==> config.mk <==
export PLATFORM = sky130hd
export DESIGN_NAME = pms_sequencer
export DESIGN_NICKNAME = d
export VERILOG_FILES = /design/src/rtl/pms_pkg.sv /design/src/rtl/pms_wake_detect.sv /design/src/rtl/pms_osc_timer.sv /design/src/rtl/pms_prep_timer.sv /design/src/rtl/pms_sequencer.sv
export SDC_FILE = /design/constraint.sdc
export NUM_CORES = 1
export LEC_CHECK = 0
export ABC_CLOCK_PERIOD_IN_PS = 1550
export BUFFER_PORTS_ARGS = -buffer_cell sky130_fd_sc_hd__buf_2
export CAP_MARGIN = 5
export CORE_MARGIN = 2
export CORE_UTILIZATION = 49
export DETAILED_ROUTE_END_ITERATION = 16
export PLACE_DENSITY = 0.75
export SYNTH_ARGS = -nofsm -noshare
export SYNTH_HDL_FRONTEND = slang
export SYNTH_SLANG_ARGS = --single-unit
==> constraint.sdc <==
create_clock -name clk -period 1.55 [get_ports clk]
set_input_delay 0.31 -clock clk [delete_from_list [all_inputs] [get_ports clk]]
set_output_delay 0.31 -clock clk [all_outputs]
set_load 0.005 [all_outputs]
==> src/rtl/pms_pkg.sv <==
package pms_pkg;

    localparam logic [1:0] SRC_RC  = 2'b00;
    localparam logic [1:0] SRC_PRI = 2'b01;

    typedef enum logic [2:0] {
        PM_RUN     = 3'd0,
        PM_IDLE    = 3'd1,
        PM_SLEEP   = 3'd2,
        PM_OSTWAIT = 3'd3,
        PM_PREP    = 3'd4
    } pm_state_e;

    typedef struct packed {
        pm_state_e  state;
        logic [1:0] src;
        logic       from_idle;
        logic       irq_cause;
        logic       gie_lat;
        logic       vec;
    } seq_regs_t;

    function automatic logic is_primary(input logic [1:0] sel);
        return sel == SRC_PRI;
    endfunction

endpackage

==> src/rtl/pms_wake_detect.sv <==
module pms_wake_detect #(
    parameter int unsigned N_IRQ = 4
) (
    input  logic [N_IRQ-1:0] irq_flag_i,
    input  logic [N_IRQ-1:0] irq_en_i,
    input  logic             wdt_timeout_i,
    output logic             irq_pend_o,
    output logic             wake_o
);

    logic [N_IRQ-1:0] qual;

    for (genvar g = 0; g < N_IRQ; g++) begin : g_qual
        assign qual[g] = irq_flag_i[g] & irq_en_i[g];
    end

    assign irq_pend_o = |qual;
    assign wake_o     = irq_pend_o | wdt_timeout_i;

endmodule

==> src/rtl/pms_osc_timer.sv <==
module pms_osc_timer #(
    parameter int unsigned OST_CYCLES = 1024
) (
    input  logic clk,
    input  logic rst_n,
    input  logic en_i,
    input  logic ext_i,
    output logic ready_o
);

    localparam int unsigned CW = (OST_CYCLES > 1) ? $clog2(OST_CYCLES) : 1;
    localparam logic [CW-1:0] LAST = CW'(OST_CYCLES - 1);

    typedef struct packed {
        logic [CW-1:0] cnt;
        logic          ready;
    } ost_t;

    ost_t s_d, s_q;

    always_comb begin
        s_d = s_q;
        if (!en_i) begin
            s_d.cnt   = '0;
            s_d.ready = 1'b0;
        end else if (!s_q.ready) begin
            if (ext_i || s_q.cnt == LAST) begin
                s_d.ready = 1'b1;
            end else begin
                s_d.cnt = s_q.cnt + 1'b1;
            end
        end
    end

    always_ff @(posedge clk or negedge rst_n) begin
        if (!rst_n) begin
            s_q <= '0;
        end else begin
            s_q <= s_d;
        end
    end

    assign ready_o = s_q.ready;

    // external clock source is ready one cycle after enable
    a_r8_ext_ready_fast: assert property (@(posedge clk) disable iff (!rst_n)
        (en_i && ext_i && !ready_o) |=> ready_o);

    // a disabled oscillator never reports ready
    a_r4_off_not_ready: assert property (@(posedge clk) disable iff (!rst_n)
        !en_i |=> !ready_o);

endmodule

==> src/rtl/pms_prep_timer.sv <==
module pms_prep_timer #(
    parameter int unsigned PREP_CYCLES = 10
) (
    input  logic clk,
    input  logic rst_n,
    input  logic run_i,
    output logic done_o
);

    localparam int unsigned CW = (PREP_CYCLES > 1) ? $clog2(PREP_CYCLES) : 1;
    localparam logic [CW-1:0] LAST = CW'(PREP_CYCLES - 1);

    logic [CW-1:0] cnt_d, cnt_q;

    assign done_o = run_i && (cnt_q == LAST);

    always_comb begin
        cnt_d = cnt_q;
        if (!run_i || done_o) begin
            cnt_d = '0;
        end else begin
            cnt_d = cnt_q + 1'b1;
        end
    end

    always_ff @(posedge clk or negedge rst_n) begin
        if (!rst_n) begin
            cnt_q <= '0;
        end else begin
            cnt_q <= cnt_d;
        end
    end

    // completion needs counting in the previous cycle
    a_r6_done_after_run: assert property (@(posedge clk) disable iff (!rst_n)
        done_o |-> $past(run_i));

endmodule

==> src/rtl/pms_sequencer.sv <==
module pms_sequencer
    import pms_pkg::*;
#(
    parameter int unsigned N_IRQ       = 4,
    parameter int unsigned OST_CYCLES  = 1024,
    parameter int unsigned PREP_CYCLES = 10
) (
    input  logic             clk,
    input  logic             rst_n,
    input  logic             sleep_req_i,
    input  logic             idle_en_i,
    input  logic [1:0]       clk_sel_i,
    input  logic             pri_ext_i,
    input  logic [N_IRQ-1:0] irq_flag_i,
    input  logic [N_IRQ-1:0] irq_en_i,
    input  logic             gie_i,
    input  logic             wdt_timeout_i,
    output logic             cpu_clk_en_o,
    output logic             periph_clk_en_o,
    output logic             pri_osc_en_o,
    output logic             osc_ready_o,
    output logic             vec_branch_o,
    output logic [1:0]       clk_src_o
);

    seq_regs_t r_d, r_q;

    logic irq_pend;
    logic wake;
    logic osc_ready;
    logic prep_run;
    logic prep_done;
    logic need_ost;

    pms_wake_detect #(.N_IRQ(N_IRQ)) u_wake (
        .irq_flag_i    (irq_flag_i),
        .irq_en_i      (irq_en_i),
        .wdt_timeout_i (wdt_timeout_i),
        .irq_pend_o    (irq_pend),
        .wake_o        (wake)
    );

    pms_osc_timer #(.OST_CYCLES(OST_CYCLES)) u_ost (
        .clk     (clk),
        .rst_n   (rst_n),
        .en_i    (pri_osc_en_o),
        .ext_i   (pri_ext_i),
        .ready_o (osc_ready)
    );

    assign prep_run = (r_q.state == PM_PREP);

    pms_prep_timer #(.PREP_CYCLES(PREP_CYCLES)) u_prep (
        .clk    (clk),
        .rst_n  (rst_n),
        .run_i  (prep_run),
        .done_o (prep_done)
    );

    // start-up wait only when the crystal must be restarted
    assign need_ost = is_primary(r_q.src) && !osc_ready && !pri_ext_i;

    always_comb begin
        r_d     = r_q;
        r_d.vec = 1'b0;
        unique case (r_q.state)
            PM_RUN: begin
                r_d.src = clk_sel_i;
                if (sleep_req_i) begin
                    r_d.state     = idle_en_i ? PM_IDLE : PM_SLEEP;
                    r_d.from_idle = idle_en_i;
                    r_d.irq_cause = 1'b0;
                end
            end
            PM_IDLE, PM_SLEEP: begin
                if (wake) begin
                    r_d.irq_cause = irq_pend;
                    r_d.gie_lat   = gie_i;
                    r_d.state     = need_ost ? PM_OSTWAIT : PM_PREP;
                end
            end
            PM_OSTWAIT: begin
                if (osc_ready) begin
                    r_d.state = PM_PREP;
                end
            end
            PM_PREP: begin
                if (prep_done) begin
                    r_d.state = PM_RUN;
                    r_d.vec   = r_q.irq_cause & r_q.gie_lat;
                end
            end
            default: r_d.state = PM_RUN;
        endcase
    end

    always_ff @(posedge clk or negedge rst_n) begin
        if (!rst_n) begin
            r_q <= '{state: PM_RUN, src: SRC_RC, from_idle: 1'b0,
                     irq_cause: 1'b0, gie_lat: 1'b0, vec: 1'b0};
        end else begin
            r_q <= r_d;
        end
    end

    assign cpu_clk_en_o    = (r_q.state == PM_RUN);
    assign periph_clk_en_o = (r_q.state == PM_RUN) || (r_q.state == PM_IDLE) ||
                             (((r_q.state == PM_OSTWAIT) || (r_q.state == PM_PREP)) && r_q.from_idle);
    assign pri_osc_en_o    = (r_q.state != PM_SLEEP) && is_primary(r_q.src);
    assign osc_ready_o     = osc_ready;
    assign vec_branch_o    = r_q.vec;
    assign clk_src_o       = r_q.src;

    // wake inputs do nothing while running
    a_r11_run_holds: assert property (@(posedge clk) disable iff (!rst_n)
        (r_q.state == PM_RUN && !sleep_req_i) |=> r_q.state == PM_RUN);

    // an exit sequence never falls back to sleep or idle
    a_r11_exit_no_reentry: assert property (@(posedge clk) disable iff (!rst_n)
        (r_q.state == PM_PREP || r_q.state == PM_OSTWAIT) |=>
        (r_q.state == PM_PREP || r_q.state == PM_OSTWAIT || r_q.state == PM_RUN));

    // resting states hold without a wake event
    a_r5_rest_holds: assert property (@(posedge clk) disable iff (!rst_n)
        ((r_q.state == PM_SLEEP || r_q.state == PM_IDLE) && !wake) |=> $stable(r_q.state));

    // the CPU clock only returns after the prepare delay completed
    a_r6_cpu_after_prep: assert property (@(posedge clk) disable iff (!rst_n)
        $rose(cpu_clk_en_o) |-> $past(prep_done));

    // vector indication lasts a single cycle
    a_r9_vec_single: assert property (@(posedge clk) disable iff (!rst_n)
        vec_branch_o |=> !vec_branch_o);

    // RC idle keeps the primary oscillator down
    a_r4_rc_idle_osc_off: assert property (@(posedge clk) disable iff (!rst_n)
        (r_q.state == PM_IDLE && r_q.src == SRC_RC) |=> !osc_ready_o);

    // the source is held through an exit
    a_r12_src_held: assert property (@(posedge clk) disable iff (!rst_n)
        (r_q.state != PM_RUN) |=> $stable(clk_src_o));

endmodule

==> out/qor.txt <==
Status - finished with violations
Failing checks - negative setup slack
Global Route Usage Sum - 21.5%
Pins Over Slew Limit - 0
Worst path arrival time - 1.39 ns
Reg-to-reg startpoint - r_q[6]$_DFFE_PN0P_
Worst r2r dst - r_q[7]$_DFFE_PN0P_
R2R cell count - 5
Crit-path cells - nor3b_4 -> or2_1 -> inv_2 -> buf_2
Setup_tns - -0.624 ns
First-pass GRT wire length - 5370 microns
Hold_ws - 0.203 ns
XOR/XNOR share of the synthesized area - 2.62%
Area leader, netlist - dfrtp_1
Number of CTS-inserted buffers - 3
1st-pass router iterations - 4
Final Setup Violations - 8
RSZ-0062 raised after global routing - true
Fin crit share - 110%
Area of the die - 0.00316 sq mm
Count leader, synth - dfrtp_1
CTS tree - done
Hold/Removal Path Class - in -> reg
Synth Cell Area - 0.00134 sq mm
Pwr Total - 2.99 mW
Die X - 56.2 microns
Area growth syn-to-layout - 44.0%
Mapped Avg Cell Area - 9.76 sq um
RePlAce Congestion - 0.854
# DRC - 0
Sink Count - 24
Worst setup SP type - flop
Number of buffers on the longest clock path - 2
Static leakage - 0.902 nW
Post-synth top cells - 24 x dfrtp_1, 15 x nor2_1, 10 x a21oi_1
Htree depth - 1
Clk_lat worst skew - 0.32 ns
Share of layout cells above drive strength 1 - 45.7%
Die height - 56.2 microns
Seq cells post-synth - 24
Net count after synthesis - 157
CP endpoint kind - output port
Adder-cell share of the synthesized area - 2.81%
CP max FO - 4
Clk_skew - 0.00224 ns
Clock transition at the registers of the reported paths - 0.14 ns
Period minus WS final - 1.70 ns
Gate power share - 54.4%
Relative slew slack - 63.0%
I/O Buffers - 23
Routed WL - 3520 microns
Worst Path Required - 1.24 ns
HPWL Detailed - 2170 microns
Post-route ant nets - 0
Fin nets - 218
Vias in the first global route - 1235
Synth top area share - 44.9%
NetSw - 1.04 mW
DRT iter0 DRCs - 61
Via count - 1351
Clock network fraction of total power - 15.3%
Cell count after synthesis - 137
Final setup margin - -0.152 ns
CP startpoint - r_q[7]$_DFFE_PN0P_
Antenna violations before repair - 0
Power Density - 1550 mW/mm^2
Hold Fails Final Rpt - 0
Sw Ratio - 34.8%
Std-Cell Rows - 18
Part of the power in registers - 30.3%
Complex-gate fraction of the synthesized area - 16.2%
Antenna Cells - 0
Max IR drop VDD - 1230 uV
Syn. warnings - 0
Largest net degree at the start of global routing - 25
Mux contribution to synthesized area - 5.71%
Total grt overflow - 0
WL/cell - 15.5 microns
IO Count - 24
Synth Area in Simple Gates - 23.3%
Critical setup path kind - reg -> out
Worst Max-Slew Pin Slew - 0.555 ns
EDFF count, synth - 0
Root Driver - clkbuf_4
CP max stage delay - 0.45 ns
Core Footprint - 0.00252 sq mm
Initial Util - 53.0%
Synth top area cells - dfrtp_1 45%, nor2_1 4.2%, a21oi_1 3.7%, ha_1 2.8%, mux2_1 2.5%
Main combinational cell family by area after synthesis - simple AND/OR/NAND/NOR gates
Int Power - 1.95 mW
# Max-Cap Violations - 0
R2r setup slk - -0.12 ns
Worst setup path endpoint - pri_osc_en_o
Post-synth cell types - 47
Seq/Total Area, Yosys - 44.9%
Max Fclk - 587 MHz
Ys flop type - dfrtp_1
Worst path slowest cell - dfrtp_1
Vias per cell - 5.95
Ys async rst share - 100%
## per-layer routing
layer	part of all wire (%)	wire length (microns)	vias to the layer above	track usage, %
li1	-	-	624	-
met1	39	1370	659	26.6
met2	53	1880	62	37.8
met3	5.8	203	6	2.33
met4	1.8	63	0	8.84
met5	0	0	-	0
## cell usage in the layout (no fill, tap or decap), types with 2 or more instances in the layout
cell type   n
o21ai_0     3
nor3_1      5
nand3_1     4
mux2i_1     2
inv_1       6
a21oi_1     8
nor2_2      2
nand2b_1    2
clkbuf_4    3
a21oi_2     2
nand4_1     2
nor2_1     13
or4_1       2
or3_1       2
a22o_1      2
buf_2      23
xnor2_1     2
mux2_4      2
o31ai_1     3
mux2_2      2
ha_1        3
buf_4      35
xor2_1      2
o41ai_1     2
buf_6       3
dfrtp_2     4
nand2_1     7
dfrtp_1    20
## power groups by stage
stage               logic, mW  clock network, mW  registers (mW)
detailed placement       1.03                  0           0.904
CTS                      1.28              0.459           0.876
floorplan               0.672                  0           0.876
global placement        0.993                  0           0.894
global route             1.75              0.490           0.923
finish                   1.63              0.458           0.904
## per-stage QoR
| stage | setup WS, ns | utilization [%] | area, sq um | std cells |
|---|---|---|---|---|
| floorplan | 0.0301 | - | 1340 | 137 |
| global placement | -0.0438 | 63.1 | 1590 | 202 |
| detailed placement | -0.0732 | 63.1 | 1590 | 202 |
| CTS | -0.136 | 69.8 | 1760 | 218 |
| global route | -0.222 | 76.3 | 1930 | 227 |
| finish | -0.152 | 76.3 | 1930 | 227 |
## registers in the layout, summed over array words and instances (netlist names)
register and count:
u_ost.s_q 10, clk_src_o 2, vec_branch_o 1, u_ost.ready_o 1, r_q 6, u_prep.cnt_q 4
## final cells by class
cell class	instances	area, sq um
Sequential cell	24	606
Inverter	7	26.3
Fill cell	171	597
Clock inverter	1	30.0
Tap cell	30	37.5
Multi-Input combinational cell	100	782
Clock buffer	3	22.5
Timing Repair Buffer	62	422
## worst min path at each step
stage / startpoint / end / cells after the start / slack [ns]
after CTS: gie_i / r_q[1]$_DFFE_PN0P_ / 2 / 0.21
after floorplan: rst_n / clk_src_o[0]$_DFFE_PN0N_ / 0 / 0.01
after global routing: gie_i / r_q[1]$_DFFE_PN0P_ / 2 / 0.17
final: gie_i / r_q[1]$_DFFE_PN0P_ / 2 / 0.20
after detailed placement: rst_n / u_ost.s_q[1]$_DFFE_PN0P_ / 1 / 0.33
after global placement: rst_n / u_ost.s_q[2]$_DFFE_PN0P_ / 1 / 0.32
## what timing repair did
item	in CTS	in global routing
endpoints found under the hold margin	24	0
buffers inserted	11	9
cloned	0	0
endpoints found under the setup margin	6	13
hold buffers	1	0
resized for setup	7	20
pin swaps	4	6
## critical path, delay by kind of cell (launching register included)
kind	cells	cell delay, ns
buffers and inverters	2	0.20
DFF	1	0.45
and+or+nand+nor	2	0.44
## kinds of logic (layout without fill, tap and decap cells)
family                   after synthesis  count (layout)
AO/OA/AOI/OAI                         31              31
XOR/XNOR                               4               4
adder cells (fa/ha/maj)                3               3
buffers and inverters                 13              73
flip-flops                            24              24
multiplexers                           7               7
AND/OR/NAND/NOR                       55              55
(Power assumes the default switching activity.)
